File: src/rtl/clksync_pkg.sv
package clksync_pkg;

  typedef enum logic [1:0] {
    ST_UNSYNC = 2'd0,
    ST_INTEG  = 2'd1,
    ST_SYNC   = 2'd2,
    ST_STABLE = 2'd3
  } syncState_t;

  // strobes from control to the run counters
  typedef struct packed {
    logic supInc;
    logic lowInc;
    logic cntClr;
  } cntCtrl_t;

endpackage

File: src/rtl/clksync_dp.sv
module clksync_dp
  import clksync_pkg::*;
#(
  parameter int CNT_W = 4,
  parameter int CYC_W = 7
) (
  input  logic             clk,
  input  logic             rstN,
  input  cntCtrl_t         ctrl,
  input  logic [CNT_W-1:0] inSchedCnt,
  input  logic [CNT_W-1:0] outSchedCnt,
  input  logic [CNT_W-1:0] syncTh,
  input  logic [CNT_W-1:0] syncExitTh,
  input  logic [CNT_W-1:0] stableExitTh,
  input  logic [CNT_W-1:0] stableTh,
  input  logic [CYC_W-1:0] supLimit,
  input  logic [CYC_W-1:0] lowLimit,
  output logic             syncSupport,
  output logic             stableLow,
  output logic             syncExitHit,
  output logic             stableExitHit,
  output logic             supDone,
  output logic             lowDone,
  output logic [CYC_W-1:0] supRun,
  output logic [CYC_W-1:0] lowRun
);

  localparam logic [CYC_W-1:0] RUN_MAX = {CYC_W{1'b1}};

  // threshold comparisons on the window counts
  always_comb begin
    syncSupport   = (inSchedCnt >= syncTh);
    stableLow     = (inSchedCnt < stableTh);
    syncExitHit   = (outSchedCnt >= syncExitTh);
    stableExitHit = (outSchedCnt >= stableExitTh);
  end

  // run length reached: zero limit means the first qualifying window
  always_comb begin
    supDone = (supRun >= supLimit);
    lowDone = (lowRun >= lowLimit);
  end

  always_ff @(posedge clk) begin
    if (!rstN || ctrl.cntClr) begin
      supRun <= '0;
    end else if (ctrl.supInc && (supRun != RUN_MAX)) begin
      supRun <= supRun + 1'b1;
    end
  end

  always_ff @(posedge clk) begin
    if (!rstN || ctrl.cntClr) begin
      lowRun <= '0;
    end else if (ctrl.lowInc && (lowRun != RUN_MAX)) begin
      lowRun <= lowRun + 1'b1;
    end
  end

  AST_SUP_NO_WRAP: assert property (@(posedge clk) disable iff (!rstN)
    (supRun == RUN_MAX) |=> (supRun == RUN_MAX || supRun == '0));
  AST_LOW_NO_WRAP: assert property (@(posedge clk) disable iff (!rstN)
    (lowRun == RUN_MAX) |=> (lowRun == RUN_MAX || lowRun == '0));
  AST_ONE_RUN_AT_A_TIME: assert property (@(posedge clk) disable iff (!rstN)
    !(supRun != '0 && lowRun != '0));

endmodule

File: src/rtl/clksync_fsm.sv
module clksync_fsm
  import clksync_pkg::*;
(
  input  logic       clk,
  input  logic       rstN,
  input  logic       enable,
  input  logic       winEnd,
  input  logic       stableEn,
  input  logic       exitToUnsync,
  input  logic       syncSupport,
  input  logic       stableLow,
  input  logic       syncExitHit,
  input  logic       stableExitHit,
  input  logic       supDone,
  input  logic       lowDone,
  output syncState_t state,
  output logic       stateChg,
  output cntCtrl_t   ctrl
);

  syncState_t nextState;
  logic       runBreak;

  always_comb begin
    nextState = state;
    runBreak  = 1'b0;
    ctrl.supInc = 1'b0;
    ctrl.lowInc = 1'b0;
    if (!enable) begin
      nextState = ST_UNSYNC;
      runBreak  = 1'b1;
    end else if (winEnd) begin
      unique case (state)
        ST_UNSYNC: nextState = ST_INTEG;
        ST_INTEG: begin
          if (syncSupport) nextState = ST_SYNC;
        end
        ST_SYNC: begin
          if (syncExitHit) begin
            nextState = exitToUnsync ? ST_UNSYNC : ST_INTEG;
          end else if (syncSupport) begin
            if (stableEn && supDone) nextState = ST_STABLE;
            else ctrl.supInc = 1'b1;
          end else begin
            runBreak = 1'b1;
          end
        end
        ST_STABLE: begin
          if (stableExitHit) begin
            nextState = ST_INTEG;
          end else if (stableLow) begin
            if (lowDone) nextState = ST_INTEG;
            else ctrl.lowInc = 1'b1;
          end else begin
            runBreak = 1'b1;
          end
        end
        default: nextState = ST_UNSYNC;
      endcase
    end
    ctrl.cntClr = runBreak || (nextState != state);
  end

  always_ff @(posedge clk) begin
    if (!rstN) begin
      state    <= ST_UNSYNC;
      stateChg <= 1'b0;
    end else begin
      state    <= nextState;
      stateChg <= enable && winEnd && (nextState != state);
    end
  end

  AST_IDLE_HOLD: assert property (@(posedge clk) disable iff (!rstN)
    (enable && !winEnd) |=> $stable(state));
  AST_DISABLE_UNSYNC: assert property (@(posedge clk) disable iff (!rstN)
    !enable |=> (state == ST_UNSYNC && !stateChg));
  AST_STABLE_GATED: assert property (@(posedge clk) disable iff (!rstN)
    (state == ST_SYNC && !stableEn) |=> (state != ST_STABLE));
  AST_SYNC_EXIT_TARGET: assert property (@(posedge clk) disable iff (!rstN)
    (state == ST_SYNC && !exitToUnsync) |=> (state != ST_UNSYNC || !$past(enable)));
  AST_CHG_MEANS_MOVE: assert property (@(posedge clk) disable iff (!rstN)
    stateChg |-> (state != $past(state)));
  AST_CHG_ONE_CYCLE: assert property (@(posedge clk) disable iff (!rstN)
    stateChg |=> !stateChg);

endmodule

File: src/rtl/clksync_state.sv
module clksync_state
  import clksync_pkg::*;
#(
  parameter int CNT_W = 4,
  parameter int CYC_W = 7
) (
  input  logic             clk,
  input  logic             rstN,
  input  logic             enable,
  input  logic             winEnd,
  input  logic [CNT_W-1:0] inSchedCnt,
  input  logic [CNT_W-1:0] outSchedCnt,
  input  logic [CNT_W-1:0] syncTh,
  input  logic [CNT_W-1:0] syncExitTh,
  input  logic [CNT_W-1:0] stableExitTh,
  input  logic [CNT_W-1:0] stableTh,
  input  logic [CYC_W-1:0] supLimit,
  input  logic [CYC_W-1:0] lowLimit,
  input  logic             stableEn,
  input  logic             exitToUnsync,
  output logic [1:0]       state,
  output logic             stateChg
);

  cntCtrl_t   ctrl;
  syncState_t curState;
  logic       syncSupport, stableLow, syncExitHit, stableExitHit;
  logic       supDone, lowDone;
  logic [CYC_W-1:0] supRun, lowRun;

  clksync_dp #(.CNT_W(CNT_W), .CYC_W(CYC_W)) uDp (
    .clk           (clk),
    .rstN          (rstN),
    .ctrl          (ctrl),
    .inSchedCnt    (inSchedCnt),
    .outSchedCnt   (outSchedCnt),
    .syncTh        (syncTh),
    .syncExitTh    (syncExitTh),
    .stableExitTh  (stableExitTh),
    .stableTh      (stableTh),
    .supLimit      (supLimit),
    .lowLimit      (lowLimit),
    .syncSupport   (syncSupport),
    .stableLow     (stableLow),
    .syncExitHit   (syncExitHit),
    .stableExitHit (stableExitHit),
    .supDone       (supDone),
    .lowDone       (lowDone),
    .supRun        (supRun),
    .lowRun        (lowRun)
  );

  clksync_fsm uFsm (
    .clk           (clk),
    .rstN          (rstN),
    .enable        (enable),
    .winEnd        (winEnd),
    .stableEn      (stableEn),
    .exitToUnsync  (exitToUnsync),
    .syncSupport   (syncSupport),
    .stableLow     (stableLow),
    .syncExitHit   (syncExitHit),
    .stableExitHit (stableExitHit),
    .supDone       (supDone),
    .lowDone       (lowDone),
    .state         (curState),
    .stateChg      (stateChg),
    .ctrl          (ctrl)
  );

  assign state = curState;

  AST_SUP_RUN_ONLY_SYNC: assert property (@(posedge clk) disable iff (!rstN)
    (curState != ST_SYNC) |-> (supRun == '0));
  AST_LOW_RUN_ONLY_STABLE: assert property (@(posedge clk) disable iff (!rstN)
    (curState != ST_STABLE) |-> (lowRun == '0));

endmodule

File: config.mk
export PLATFORM = sky130hd
export DESIGN_NAME = clksync_state
export DESIGN_NICKNAME = d
export VERILOG_FILES = /design/src/rtl/clksync_pkg.sv /design/src/rtl/clksync_dp.sv /design/src/rtl/clksync_fsm.sv /design/src/rtl/clksync_state.sv
export SDC_FILE = /design/constraint.sdc
export NUM_CORES = 1
export LEC_CHECK = 0
export BUFFER_PORTS_ARGS = -buffer_cell sky130_fd_sc_hd__buf_2
export CAP_MARGIN = 5
export CORE_ASPECT_RATIO = 0.8
export CORE_UTILIZATION = 57
export DETAILED_ROUTE_END_ITERATION = 8
export GPL_TIMING_DRIVEN = 0
export PLACE_DENSITY = 0.94
export SLEW_MARGIN = 20
export SYNTH_ARGS = -nofsm -noshare
export SYNTH_HDL_FRONTEND = slang
export SYNTH_SLANG_ARGS = --single-unit
File: constraint.sdc
create_clock -name clk -period 4.6 [get_ports clk]
set_clock_uncertainty 0.1 [all_clocks]
set_input_delay 0.92 -clock clk [delete_from_list [all_inputs] [get_ports clk]]
set_output_delay 0.92 -clock clk [all_outputs]
set_load 0.02 [all_outputs]
* Word level (Yosys, flattened, before mapping)
Index checks and enable logic that the tools add are counted.
** Cells by class
- Add/sub/neg operators :: 2
- Order comparisons :: 6
- Equal/unequal tests :: 6
- Mux-type cells :: 28
- Reductions and logical operators :: 9
** Operator list (count)
- $mux W2 :: 11
- $mux W1 :: 15
- $add A7 B1 Y7 const B :: 2
- $ge A7 B7 Y1 :: 2
- $ne A7 B7 Y1 const B :: 2
- $ge A4 B4 Y1 :: 3
- $pmux W2 S4 :: 1
- $logic_and A1 B1 Y1 :: 5
- $eq A2 B2 Y1 const B :: 2
- $lt A4 B4 Y1 :: 1
- $eq A2 B1 Y1 const B :: 1
- $logic_not A2 Y1 :: 1
- $logic_or A1 B1 Y1 :: 2
- $ne A2 B2 Y1 :: 1
- $pmux W1 S2 :: 1
- $logic_not A1 Y1 :: 1
** Word-level totals
- Flip-flop bits (word level) :: 17
- Word-level logic and storage cells :: 55

* Depth between registers and ports, before layout
- Word-level depth :: 11
- Gate-level depth with buffers :: 10

* Modules after synthesis
A second synthesis with hierarchy kept.
** Unflattened totals
- Cell total of the unflattened synthesis :: 197
- Area total of the unflattened synthesis :: 1571.5 um^2
** Modules (own cells, without submodules)
- clksync_dp :: times used 1, cells an instance 165, area an instance 1317.5 um^2, sequential area each 280.3 um^2
- clksync_fsm :: times used 1, cells an instance 32, area an instance 254.0 um^2, sequential area each 60.1 um^2

* Worst setup path after synthesis
No wires, ideal clock.
- Path type :: input -> register
- Start :: in outSchedCnt[0]
- End :: reg uDp.lowRun[6]
- Setup time :: 0.119 ns
- Data arrival time :: 2.702 ns
- Data required time :: 4.381 ns
- Setup slack :: 1.679 ns
- Stages on the path :: 9
- Path buffers :: 1
- Path through :: inv_1 ha_1 nand2b_4 a2111oi_4 or2_2 a31oi_1 o32ai_2 buf_4 nor3_1
** Between the ends
- Word-level cells in the longest chain between the ends :: 8
** RTL lines
- from (decl) :: RTL line clksync_state.sv:12 : input logic [CNT_W-1:0] outSchedCnt,
- $ge A4 B4 Y1 (on tied branches) :: RTL line clksync_dp.sv:35, clksync_dp.sv:34
- $mux W2 (on tied branches) :: RTL line clksync_fsm.sv:49, clksync_fsm.sv:39
- $pmux W2 S4 :: RTL line clksync_fsm.sv:33 : unique case (state)
- $mux W2 :: RTL line clksync_fsm.sv:32 : end else if (winEnd) begin
- $mux W2 :: RTL line clksync_fsm.sv:29 : if (!enable) begin
- $ne A2 B2 Y1 :: RTL line clksync_fsm.sv:61 : ctrl.cntClr = runBreak || (nextState != state);
- $logic_or A1 B1 Y1 :: RTL line clksync_fsm.sv:61
- $logic_or A1 B1 Y1 :: RTL line clksync_dp.sv:53 : if (!rstN || ctrl.cntClr) begin
- to (signal assigned) :: RTL line clksync_dp.sv:56 : lowRun <= lowRun + 1'b1;
- to (decl) :: RTL line clksync_dp.sv:25 : output logic [CYC_W-1:0] lowRun
Parallel ways exist; a longest one is shown, timed or not.
A chain may end at the register's enable or synchronous reset.

* Worst setup path in the final report
- Start :: in outSchedCnt[0]
- End :: reg uDp.lowRun[2]
The elaborated chain is that of the path after synthesis.

==> flow_metrics.py <==
metrics = {
    "synthesis": {
        "synthTopCellsByArea": "ha_1 23%, dfxtp_1 20%, inv_1 7.1%, a211oi_2 3.7%, o21ai_0 2.9%",
        "yosysTopAreaCellShare": 0.228,
        "postSynth.asyncResetShare": 0,
        "synth_warnings": 0,
        "post-synth-top-area-cell": "ha_1",
        "synth_edf_count": 0,
        "syn_area_um2": 1700,
        "synth-seq-cells": 17,
        "yosysSeqAreaShare": 0.200,
        "synthTopCellsByCount": "32 x inv_1, 31 x ha_1, 17 x dfxtp_1",
        "synthFlopType": "dfxtp_1",
        "synth.distinct_cells": 46,
        "syn-num-nets": 275,
        "avgSynthCellArea_um2": 8.51,
        "syn_inst": 200,
        "synth_most_common_cell": "inv_1",
    },
    "timing": {
        "fin_crit_sh": 0.662,
        "hold_violations": 0,
        "slew_viol_final": 0,
        "worst_pin_slew_ns": 0.509,
        "fmax_mhz": 328,
        "setup_slack_ns": 1.55,
        "maxSlewHeadroom": 0.660,
        "setup_viol": 0,
        "fin_tns_setup_ns": 0,
        "period_needed_ns": 3.05,
        "rsz0062_at_grt": "false",
    },
    "placed_design": {
        "gp_congestion": 0.844,
        "preCtsSetupSlack_ns": 1.29,
        "portBuffers": 45,
        "place_hpwl_um": 3060,
    },
    "clock_tree": {
        "cts_tree": "done",
        "cts_max_level": 1,
        "postCtsHoldBufs": 0,
        "clkSlewWorstSetupHoldPaths_ns": 0.07,
        "cts_buffers": 3,
        "postCtsSetupBuffers": 0,
        "cts-root-buf": "clkbuf_8",
        "cts_resized": 0,
        "clk_latency_ns": 0.25,
        "cts_sinks": 17,
        "clk_path_buf_depth": 2,
    },
    "worst_hold_path": {
        "hp-class": "flop to flop",
        "hold_depth": 2,
    },
    "cells_and_area": {
        "area_growth_pct": 18.7,
        "nets": 325,
        "n_antenna_cell": 0,
        "final-seq-area_um2": 340,
        "multi_input_area_um2": 1210,
        "num-fill-cells": 235,
        "drive_above_1_share": 0.281,
    },
    "worst_setup_path": {
        "startpoint_type": "input port",
        "end_kind": "flop",
        "crit_required_ns": 4.64,
        "max_stage_delay_ns": 0.52,
        "path_cells": "buf_2, inv_1, ha_1, nand2b_4, a2111oi_4, or2_2, a31oi_1, o32ai_2, buf_4, nor3_1",
        "cp_slowest_cell": "o32ai_2",
        "crit_type": "input port to flop",
        "cp_max_fo": 10,
        "worstPathArrival_ns": 3.09,
        "r2r_cells": 9,
    },
    "floorplan": {
        "fp.dieH_um": 50.9,
        "io_pins": 47,
        "start_util": 0.607,
        "coreArea_um2": 2810,
        "rows": 17,
        "fp.dieW_um": 63.1,
        "dieArea_um2": 3210,
    },
    "drt": {
        "ant_nets": 0,
        "via_per_inst": 5.74,
        "wl_per_cell_um": 13.0,
        "drtIter0Drc": 46,
        "drc_errors": 0,
        "drt-total-wl_um": 3730,
        "dr_total_vias": 1647,
        "drt_pass1_iterations": 4,
    },
    "flow_run": {
        "maxCapViolCount": 0,
    },
    "pwr": {
        "power_density_nw_per_um2": 172,
        "p_leak_nw": 0.987,
        "irDropWorstVdd_mv": 0.129,
    },
    "grt": {
        "grt_pass1_vias": 1509,
        "gr-usage-met1": 0.289,
        "grt_overflow": 0,
        "grt_antenna_before_repair": 0,
        "gr-usage-met3": 0.0379,
        "top_usage_layer": "met2",
        "track_usage": 0.239,
        "grt_max_degree": 11,
        "grt_pass1_wl_um": 6090,
        "grtUsageMet2": 0.432,
    },
    "outcome": {
        "outcome": "finished, final reports clean",
    },
}
## power by group
group / switching [W] / total, W / internal [W]
combinational: 0.0000461 / 0.0000859 / 0.0000398
sequential: 0.00000118 / 0.000149 / 0.000148
clock: 0.0000522 / 0.000112 / 0.0000601
## placed cells by master, fill, tap and decap left out, types with 3 or more instances in the layout
cell	synthesis	final
nand3_1	4	4
inv_1	32	32
nor4_1	3	3
ha_1	31	31
a211oi_1	6	6
a211oi_2	5	5
nand2_1	11	11
o31ai_1	5	5
dfxtp_1	17	17
o21a_1	3	3
nand4_1	5	5
xnor2_1	3	3
or4_1	4	4
clkbuf_8	0	3
buf_2	2	47
nand2b_1	3	3
nor3_1	9	9
o21ai_0	10	10
a21oi_1	5	5
nor2_1	5	5
and3_1	3	3
## sequential cells by signal, indices dropped and copies added (netlist names)
| register | flops |
|---|---|
| uFsm.state | 2 |
| uDp.lowRun | 7 |
| uFsm.stateChg | 1 |
| uDp.supRun | 7 |
## final cells by class
class                      instances  share of cell area
inverter                          32              0.0594
timing repair buffer              45               0.111
tap                               38              0.0235
multi-input combinational        147               0.600
clock inverter                     1             0.00248
clock buffer                       3              0.0204
sequential                        17               0.168
buffer                             4              0.0142
## through the flow
step           power, W   util  hold WS, ns  cell area [um2]  cells
6_report       0.000347  0.720        0.440             2020    287
5_1_grt        0.000366  0.720        0.464             2020    287
4_1_cts        0.000349  0.720        0.436             2020    287
3_5_place_dp   0.000238  0.704        0.427             1980    283
3_3_place_gp   0.000234  0.704        0.413             1980    283
2_1_floorplan  0.000206      -        0.383             1700    200
## critical path, delay by kind of cell
family,cells,cell delay [ns]
compound gates,3,1.05
simple gates,3,0.43
buf+inv,3,0.40
fa+ha+maj,1,0.28
## kinds of logic (layout without fill, tap and decap cells)
family / Yosys count / count (layout) / share of synthesized area
mux: 2 / 2 / 0.0118
buf+inv: 36 / 85 / 0.0874
simple gates: 61 / 61 / 0.220
compound gates: 50 / 50 / 0.238
fa+ha+maj: 31 / 31 / 0.228
flops: 17 / 17 / 0.200
xor+xnor: 3 / 3 / 0.0154
## path summary, 6_finish.rpt
kind | to | slack, ns | from
max | uDp.lowRun[2] | 1.55 | outSchedCnt[0]
min | uDp.supRun[4] | 0.44 | uDp.supRun[4]
max reg2reg | uDp.lowRun[2] | 2.07 | uDp.supRun[0]
min reg2reg | uDp.supRun[4] | 0.44 | uDp.supRun[4]
## routing by layer
layer | up-vias | routed length (um)
met2 | 58 | 1750
met4 | 0 | 19
met3 | 2 | 225
li1 | 840 | -
met5 | - | 0
met1 | 747 | 1730
No activity file was read; power rests on OpenSTA's default activity.
